`config.mk`:
```
export PLATFORM = sky130hd
export DESIGN_NAME = sec_counter
export DESIGN_NICKNAME = d
export VERILOG_FILES = /design/src/rtl/sec_cnt_pkg.sv /design/src/rtl/mod_counter.sv /design/src/rtl/sec_prescaler.sv /design/src/rtl/sec_digits.sv /design/src/rtl/sec_counter.sv
export SDC_FILE = /design/constraint.sdc
export NUM_CORES = 1
export LEC_CHECK = 0
export ABC_AREA = 1
export CORE_ASPECT_RATIO = 1.1
export CORE_MARGIN = 2
export CORE_UTILIZATION = 40
export DETAILED_ROUTE_END_ITERATION = 8
export PLACE_DENSITY_LB_ADDON = 0.15
export SETUP_SLACK_MARGIN = 0.4
export SLEW_MARGIN = 20
export SYNTH_ARGS = -nofsm -noshare
export SYNTH_HDL_FRONTEND = slang
export SYNTH_SLANG_ARGS = --single-unit
export TNS_END_PERCENT = 100
```
`constraint.sdc`:
```
create_clock -name clk -period 1.75 [get_ports clk]
set_input_delay 0.175 -clock clk [delete_from_list [all_inputs] [get_ports clk]]
set_output_delay 0.175 -clock clk [all_outputs]
set_load 0.01 [all_outputs]
```
`src/rtl/sec_cnt_pkg.sv`:
```
package sec_cnt_pkg;

  localparam int unsigned ONES_MOD = 10;
  localparam int unsigned TENS_MOD = 6;
  localparam int unsigned ONES_W   = 4;
  localparam int unsigned TENS_W   = 3;

  // width of a counter that must hold 0..mod-1
  function automatic int unsigned cnt_width(input int unsigned mod);
    return (mod > 2) ? $clog2(mod) : 1;
  endfunction

  // next value of a modulo counter
  function automatic int unsigned wrap_inc(input int unsigned v, input int unsigned mod);
    return ((v + 1) >= mod) ? 0 : v + 1;
  endfunction

  // true when a counter sits on its last value
  function automatic logic at_last(input int unsigned v, input int unsigned mod);
    return (v == mod - 1);
  endfunction

endpackage

```
`src/rtl/mod_counter.sv`:
```
module mod_counter
  import sec_cnt_pkg::*;
#(
  parameter int unsigned MOD = 10,
  parameter int unsigned W   = cnt_width(MOD)
) (
  input  logic         clk,
  input  logic         rst,
  input  logic         adv,
  output logic [W-1:0] val,
  output logic         last,
  output logic         roll
);

  logic [W-1:0] val_q;

  always_ff @(posedge clk) begin
    if (rst)      val_q <= '0;
    else if (adv) val_q <= W'(wrap_inc(int'(val_q), MOD));
  end

  assign val  = val_q;
  assign last = at_last(int'(val_q), MOD);
  assign roll = adv & last;

endmodule

```
`src/rtl/sec_prescaler.sv`:
```
module sec_prescaler
  import sec_cnt_pkg::*;
#(
  parameter int unsigned DIV_LO = 128,
  parameter int unsigned DIV_HI = 256
) (
  input  logic clk,
  input  logic rst,
  output logic tick
);

  localparam int unsigned LO_W = cnt_width(DIV_LO);
  localparam int unsigned HI_W = cnt_width(DIV_HI);

  logic [LO_W-1:0] lo_val;
  logic [HI_W-1:0] hi_val;
  logic            lo_last, lo_roll;
  logic            hi_last, hi_roll;

  mod_counter #(.MOD(DIV_LO), .W(LO_W)) u_lo (
    .clk(clk), .rst(rst), .adv(1'b1),
    .val(lo_val), .last(lo_last), .roll(lo_roll)
  );

  mod_counter #(.MOD(DIV_HI), .W(HI_W)) u_hi (
    .clk(clk), .rst(rst), .adv(lo_roll),
    .val(hi_val), .last(hi_last), .roll(hi_roll)
  );

  assign tick = hi_roll;

endmodule

```
`src/rtl/sec_digits.sv`:
```
module sec_digits
  import sec_cnt_pkg::*;
(
  input  logic              clk,
  input  logic              rst,
  input  logic              tick,
  output logic [ONES_W-1:0] ones,
  output logic [TENS_W-1:0] tens,
  output logic              minute_roll
);

  logic ones_last, ones_roll;
  logic tens_last, tens_roll;

  mod_counter #(.MOD(ONES_MOD), .W(ONES_W)) u_ones (
    .clk(clk), .rst(rst), .adv(tick),
    .val(ones), .last(ones_last), .roll(ones_roll)
  );

  mod_counter #(.MOD(TENS_MOD), .W(TENS_W)) u_tens (
    .clk(clk), .rst(rst), .adv(ones_roll),
    .val(tens), .last(tens_last), .roll(tens_roll)
  );

  assign minute_roll = tens_roll;

endmodule

```
`src/rtl/sec_counter.sv`:
```
module sec_counter
  import sec_cnt_pkg::*;
#(
  parameter int unsigned DIV_LO = 128,
  parameter int unsigned DIV_HI = 256
) (
  input  logic        clk,
  input  logic        rst,
  input  logic        use_ext,
  input  logic        ext_tick,
  output logic [3:0]  ones,
  output logic [2:0]  tens,
  output logic        min_carry
);

  logic div_tick;
  logic sec_tick;
  logic minute_roll;
  logic carry_q;

  sec_prescaler #(.DIV_LO(DIV_LO), .DIV_HI(DIV_HI)) u_div (
    .clk(clk), .rst(rst), .tick(div_tick)
  );

  assign sec_tick = use_ext ? ext_tick : div_tick;

  sec_digits u_dig (
    .clk(clk), .rst(rst), .tick(sec_tick),
    .ones(ones), .tens(tens), .minute_roll(minute_roll)
  );

  always_ff @(posedge clk) begin
    if (rst) carry_q <= 1'b0;
    else     carry_q <= minute_roll;
  end

  assign min_carry = carry_q;

endmodule

```
Word level (Yosys, flattened, before mapping)
Cells that the tools add are included.

Output and inout bits: 8. Flip-flop bits (word level): 23. RAM bits: 0. Memories kept: 0. Memory bits (read-only): 0. Input bits: 4. Word-level logic and storage cells: 25. Latch bits: 0.

Bitwise gates (word level): 3. Add/sub/neg operators: 4. Div/mod/pow operators: 0. Equal/unequal tests: 4. Order comparisons: 4. Multiplexer cells: 4. Reduce and logical (&&, ||, !) cells: 1. Shifts and indexed selects: 0. Multiply operators: 0.

Operators by type and width (count): $ge A32 B8 Y1 const B (1); $add A8 B1 Y9 const B (1); $ge A9 B9 Y1 const B (1); $add A7 B1 Y8 const B (1); $eq A8 B8 Y1 const B (1); $mux W8 (1); $eq A7 B7 Y1 const B (1); $add A4 B1 Y5 const B (1); $ge A5 B4 Y1 const B (1); $add A3 B1 Y4 const B (1); $eq A4 B4 Y1 const B (1); $ge A4 B3 Y1 const B (1); $mux W4 (1); $and A1 B1 Y1 (3); $eq A3 B3 Y1 const B (1); $mux W3 (1); $reduce_or A2 Y1 (1); $mux W1 (1).

Depth between registers and ports, before layout
Gate-level depths: netlist of the first run.

Word-level depth: 5. Depth in mapped cells: 10. Gate-level depth less buffers: 10.

By module
A second synthesis of the first run with hierarchy kept.

Cells, all modules: 183. Area, all modules: 1301.2 µm².

By module, submodules not included: mod_counter at u_div.u_hi (area an instance 437.9 µm², sequential area each 160.2 µm², instances 1, cells an instance 59); mod_counter at u_div.u_lo (area an instance 345.3 µm², sequential area each 140.1 µm², instances 1, cells an instance 47); mod_counter at u_dig.u_ones (area an instance 270.3 µm², sequential area each 80.1 µm², instances 1, cells an instance 40); mod_counter at u_dig.u_tens (area an instance 201.4 µm², sequential area each 60.1 µm², instances 1, cells an instance 29); sec_counter (area an instance 42.5 µm², sequential area each 20.0 µm², instances 1, cells an instance 7); sec_prescaler (area an instance 3.8 µm², sequential area each 0.0 µm², instances 1, cells an instance 1).

Worst setup path before layout of the first run
No wires, ideal clock.

Kind: flip-flop to flip-flop. Start: register u_div.u_lo.val_q[0] (netlist: u_div.u_lo.val[0]). End: register u_div.u_hi.val_q[6] (netlist: u_div.u_hi.val[6]). Stages on the path, launching flop included: 9. Required time: 1.636 ns. Path buffers: 1. Clock period less this slack: 1.366 ns. Data arrival time: 1.252 ns. Setup time: 0.114 ns. Path slack: 0.384 ns. Cells stage by stage: dfxtp_1 > ha_1 > nand3_2 > nor2_4 > buf_6 > nand3_2 > nor2_1 > xor2_1 > nor2_1.

Cells in the longest elaborated chain, start to end: 1.

RTL lines: from (decl) (RTL line mod_counter.sv:15) `logic [W-1:0] val_q;`; from (signal assigned) (RTL line mod_counter.sv:19) `else if (adv) val_q <= W'(wrap_inc(int'(val_q), MOD));`; $eq A7 B7 Y1 (RTL line sec_cnt_pkg.sv:20) `return (v == mod - 1);`; to (signal assigned) (RTL line mod_counter.sv:19); to (decl) (RTL line mod_counter.sv:15).

Every way passes these cells. A chain may end at the register's enable or synchronous reset.

Worst setup path after layout of the first run
Start: register u_div.u_lo.val_q[1] (netlist: u_div.u_lo.val[1]). End: register u_div.u_hi.val_q[6] (netlist: u_div.u_hi.val[6]).

Same word-level chain as after synthesis.

==> results.cfg, run 1 <==
[yosys]
synth.largest_area_cell = dfxtp_1
number_of_enable_flip_flop_cells_after_synthesis = 0
synth.ff_latch_count = 23
yosysWarnings = 0
syn-mean-instance-area_um2 = 7.476
mappedNetlistArea_mm2 = 0.001189
seq_area_frac_synth_pct = 38.74
synth_nets = 169
netlist_instances = 159
primary_ff_master_synth = dfxtp_1
synthArstFlopShare_pct = 0
synthTopCellsByArea = dfxtp_1 39%, nand2_1 9.8%, nor2_1 8.2%
number_of_distinct_standard_cells_referenced_by_the_synthesized_netlist = 25
synth_top_area_share_pct = 38.74

[sta]
period_minus_slack_ns = 1.419
slew_viol_final = 0
max-slew-margin-rel_pct = 78.91
hold_viol_final = 0
report.final.setup_viol = 0
timing_worst_slew_pin_value_ns = 0.3161
rsz0062_at_grt = yes
min_period_over_period_pct = 81.08
fmax_ghz = 0.7048
setup_tns_ns = 0
clock-skew-final_ns = 0.01506

[min_path]
hp-start = u_dig.u_ones.val[0]
hold_path_depth = 2
hold_path_end = u_dig.u_ones.val[0]
min-delay-path-class = flip-flop to flip-flop

[layout]
area_growth_pct = 38.84
layout-drive-gt1-share_pct = 33.33
design.final.nets = 200
mostFrequentLayoutCells = 27 x nand2_1, 22 x nor2_1, 17 x inv_1
antennaDiodeCount = 0
fin_util_pct = 58.88
layout.cells.most_common = nand2_1

[clock_network]
cts.root.buffer_cell = clkbuf_4
clock-sinks = 23
clk_path_buf_depth = 2
clock_buffers_created_by_tritoncts = 3
ctsHtreeMaxLevel = 1
clock_latency_at_the_later_pin_of_the_worst_skew_pair_ns = 0.33
clock_tree_from_tritoncts = yes
clock_pin_slew_reported_for_the_worst_setup_and_hold_paths_after_clock_tree_synthesis_ns = 0.14

[drt]
met3_wirelength_um = 59
vias = 1120
post_drt_via_cell_ratio = 5.045
postRouteWirelength_um = 2749
antenna_violating_nets_post_route = 0
detailroute.wirelength.met2_um = 1359
drc_errors = 0
detail_route.iter0.violations = 24
wl_per_cell_um = 12.38
maxUsedRoutingLayer = met4
first_pass_iters = 4
drt-met1-wl_um = 1274

[placement]
globalplace.congestion = 0.8082
io_buffer_count = 11
hpwl_um = 1715

[floorplan]
number_of_rows_in_the_core_area = 20
die_w_um = 55.98
fp.dieH_um = 61.18
ios = 12
start_util_pct = 42.41
core_mm2 = 0.002803
die_area_mm2 = 0.003424

[power]
leakagePower_nw = 0.6869
power_density_mw_per_mm2 = 549.5
power.ir.vdd_worst_uv = 480.5

[global_routing]
grt.total_usage_pct = 16.18
initial_antenna_violation_count = 0
gr-total-overflow = 0
wire_length_of_the_first_global_routing_pass_um = 4374
vias_in_the_first_global_route = 1025
grt_start_max_net_pins = 14

[worst_setup_path]
setup_crit_start_kind = flip-flop
critical_path_class = flip-flop to flip-flop
r2r-end = u_div.u_hi.val[6]
cp_data_required_time_ns = 1.97
r2r_setup_slack_ns = 0.33
reg_to_reg_critical_path_startpoint = u_div.u_lo.val[1]
critical_path.max_fanout = 7
number_of_cells_traversed_by_the_worst_register_to_register_path = 8
critical_path.endpoint_type = flip-flop
cp.arrival_ns = 1.64

[status]
outcome = completed

[flow_run]
max_cap_viols = 0
area by class of cell:
class                           count  area (µm²)
Multi-Input combinational cell    119       804.5
Sequential cell                    23       489.2
Tap cell                           33       41.29
Clock inverter                      1       5.005
Fill cell                         261        1152
Inverter                           17       63.81
Clock buffer                        3       22.52
Timing Repair Buffer               26       224.0
metrics by stage:
step | hold slack, ns | instance area, µm² | power, mW | std cells | setup slack, ns
after floorplan | 0.2441 | 1191 | 0.6082 | 159 | 0.4019
after global placement | 0.4344 | 1346 | 0.6405 | 204 | 0.2653
after detailed placement | 0.4382 | 1346 | 0.6421 | 204 | 0.2214
after CTS | 0.4925 | 1490 | 0.8968 | 214 | 0.3439
after global routing | 0.5284 | 1650 | 0.9458 | 222 | 0.2444
final | 0.4954 | 1650 | 0.9069 | 222 | 0.3311
worst max path at each step:
stage,startpoint,end,cells after the start
detailed placement,u_div.u_hi.val[0],u_dig.u_tens.val[2],8
floorplan,u_div.u_hi.val[0],u_dig.u_tens.val[2],8
global placement,u_div.u_lo.val[0],u_div.u_hi.val[6],8
CTS,u_div.u_lo.val[0],u_div.u_hi.val[6],8
global route,u_div.u_hi.val[0],u_dig.u_ones.val[2],7
finish,u_div.u_lo.val[1],u_div.u_hi.val[6],8
sequential cells by signal, indices dropped and copies added, names as in the netlist:
| name | flops |
|---|---|
| u_dig.u_ones.val | 4 |
| min_carry | 1 |
| u_dig.u_tens.val | 3 |
| u_div.u_lo.val | 7 |
| u_div.u_hi.val | 8 |
worst max-delay path, cell delays in order (launching register included):
cell,delay [ns]
dfxtp_2,0.38
ha_4,0.15
nand3_4,0.07
nor2_4,0.18
buf_6,0.16
nand3_4,0.07
nor2_2,0.11
xor2_1,0.14
nor2_1,0.05
timing repair:
| action | in CTS | in global routing |
|---|---|---|
| endpoints found under the setup margin | 24 | 20 |
| buffers inserted | 6 | 7 |
| gates cloned | 0 | 1 |
| hold buffers | 0 | 0 |
| pin swaps | 2 | 15 |
| resized for setup | 35 | 25 |
cell usage after synthesis (2+ instances only):
cell,number
nand2_1,31
nor2_1,26
dfxtp_1,23
nand3_1,18
inv_1,17
a21oi_1,8
xor2_1,7
ha_1,6
nand3_2,3
nor3_1,3
nor3b_1,2
o21ai_0,2
per-layer routing:
| layer | vias up | GRT usage [%] |
|---|---|---|
| met1 | 523 | 19.43 |
| met5 | - | 0 |
| li1 | 575 | - |
| met2 | 15 | 29.08 |
| met3 | 7 | 2.101 |
| met4 | 0 | 8.163 |
kinds of logic (layout without fill, tap and decap cells):
group	count (synthesis)	in the layout	share of synthesized area (%)
AOI/OAI and AO/OA	13	13	6.316
xor gates and xnor gates	8	8	5.895
adders and majority gates	6	6	6.316
buffers and inverters	18	47	6.316
and+or+nand+nor	91	92	36.42
DFF	23	23	38.74
power breakdown:
group	total (mW)	switching [mW]	internal (mW)
Clock	0.257	0.171	0.0857
Combinational	0.104	0.0552	0.0490
Sequential	0.546	0.0139	0.532
Total	0.907	0.240	0.667
Note: power is estimated with default switching activity, not from simulation.
==> run 2, diff against run 1 <==
==> constraint.sdc (replaced) <==
create_clock -name clk -period 1.2 [get_ports clk]
set_input_delay 0.12 -clock clk [delete_from_list [all_inputs] [get_ports clk]]
set_output_delay 0.12 -clock clk [all_outputs]
set_load 0.01 [all_outputs]
==> results.cfg, run 2 (same netlist as run 1, synthesis figures left out) <==
[sta]
setup_tns_ns = -2.080
worst_slack_ns = -0.1953
report.final.setup_viol = 16
slew_viol_final = 0
timing_worst_slew_pin_value_ns = 0.3173
rsz0062_at_grt = yes
min_period_over_period_pct = 116.3
period_minus_slack_ns = 1.395
max-slew-margin-rel_pct = 78.82
clock-skew-final_ns = 0.006134
hold_viol_final = 0
fmax_ghz = 0.7167

[worst_setup_path]
r2r_setup_slack_ns = -0.20
setup_crit_start_kind = flip-flop
reg_to_reg_critical_path_startpoint = u_div.u_lo.val[1]
cp.arrival_ns = 1.64
number_of_cells_traversed_by_the_worst_register_to_register_path = 7
critical_path_class = flip-flop to flip-flop
cp_data_required_time_ns = 1.44
cp-startpoint = u_div.u_lo.val[1]
critical_path.endpoint_type = flip-flop
critical_path.max_fanout = 6

[drt]
wl_per_cell_um = 11.70
first_pass_iters = 4
postRouteWirelength_um = 2878
post_drt_via_cell_ratio = 4.805
antenna_violating_nets_post_route = 0
vias = 1182
detail_route.iter0.violations = 40
drc_errors = 0

[power]
power_switching_share_pct = 25.57
power.ir.vdd_worst_uv = 813.6
power.switching_mw = 0.3484
power_density_mw_per_mm2 = 745.0
clockPowerShare_pct = 26.6
power_mw = 1.363
combPwrFrac_pct = 14.9
internal_power_mw = 1.014
seq_power_share_pct = 58.5
leakagePower_nw = 0.7813

[floorplan]
core_mm2 = 0.002803
die_w_um = 55.98
number_of_rows_in_the_core_area = 20
ios = 12
fp.dieH_um = 61.18
die_area_mm2 = 0.003424
start_util_pct = 42.41

[global_routing]
wire_length_of_the_first_global_routing_pass_um = 4305
initial_antenna_violation_count = 0
grt.total_usage_pct = 16.02
vias_in_the_first_global_route = 1075
gr-total-overflow = 0
grt_start_max_net_pins = 13

[layout]
final_cell_count_no_fill = 246
fin_util_pct = 65.27
layout-drive-gt1-share_pct = 44.13
layout.cells.most_common = buf_4
area_growth_pct = 53.89
mostFrequentLayoutCells = 34 x buf_4, 25 x nand2_1, 23 x nor2_1
largest_register_ff_count = 8
antennaDiodeCount = 0
design.final.nets = 224

[clock_network]
clock_latency_at_the_later_pin_of_the_worst_skew_pair_ns = 0.30
clock_buffers_created_by_tritoncts = 3
clock_tree_from_tritoncts = yes
cts.root.buffer_cell = clkbuf_4
clock-sinks = 23
clock_pin_slew_reported_for_the_worst_setup_and_hold_paths_after_clock_tree_synthesis_ns = 0.13
ctsHtreeMaxLevel = 1
clk_path_buf_depth = 2

[status]
outcome = finished, violations left
violations = setup timing

[min_path]
min-delay-path-class = input port to flip-flop
hp-start = rst
hold_path_depth = 3

[placement]
globalplace.congestion = 0.7900
hpwl_um = 2061
io_buffer_count = 11
numPlacedInstances = 234

[flow_run]
max_cap_viols = 0
==> run 2: cell types whose count changed in the layout (fill, tap and decap cells not counted), sizes merged <==
cell / before / now
dlygate4sd2: 8 / 0
clkinv: 1 / 0
clkbuf: 3 / 4
buf: 15 / 47
==> run 2: stage by stage <==
stage                     cell area, µm²  worst slack, ns  hold WS [ns]
after CTS                           1740          -0.1614        0.4988
final                               1829          -0.1953        0.4935
after detailed placement            1643          -0.1375        0.4799
after global placement              1643          -0.1071        0.4711
after floorplan                     1262         -0.06819        0.1850
after global routing                1829          -0.2873        0.4976
==> run 2: timing repair <==
| action | 4_1_cts | 5_1_grt |
|---|---|---|
| pin swaps | 4 | 5 |
| cloned | 0 | 1 |
| hold buffers | 0 | 0 |
| buffers inserted | 5 | 2 |
| setup endpoints to repair | 31 | 31 |
| gates resized for setup | 50 | 18 |
==> run 2: final cells by class <==
cell class	instances	area, µm²
clock buffer	4	26.28
fill	243	973.4
inverter	17	63.81
multi-input combinational	119	788.3
sequential	23	484.2
tap	33	41.29
timing repair buffer	50	425.4
==> run 2: worst paths after layout <==
| path | end |
|---|---|
| max | u_dig.u_ones.val[0] |
| min | u_dig.u_ones.val[2] |
| max reg2reg | u_dig.u_ones.val[0] |
| min reg2reg | u_div.u_hi.val[0] |
==> run 2: critical path, stage by stage, from the launching register on <==
cell and delay (ns):
dfxtp_2 0.38, ha_4 0.15, nand3_4 0.07, nor2_4 0.20, nand4_4 0.17, nand2_4 0.15, nand3_2 0.08, a21oi_2 0.14
==> run 2: layer usage <==
layer	routed length [µm]	global-route usage, %	up-vias
met5	0	0	-
met4	69	5.782	0
met3	64	2.311	6
met2	1484	30.76	19
met1	1261	18.45	537
li1	-	-	620
==> run 2: power groups by stage <==
stage | clock (mW) | sequential [mW] | combinational (mW)
2_1_floorplan | 0 | 0.821 | 0.0791
3_3_place_gp | 0 | 0.815 | 0.170
3_5_place_dp | 0 | 0.816 | 0.176
4_1_cts | 0.363 | 0.796 | 0.186
5_1_grt | 0.402 | 0.799 | 0.224
6_report | 0.363 | 0.797 | 0.203
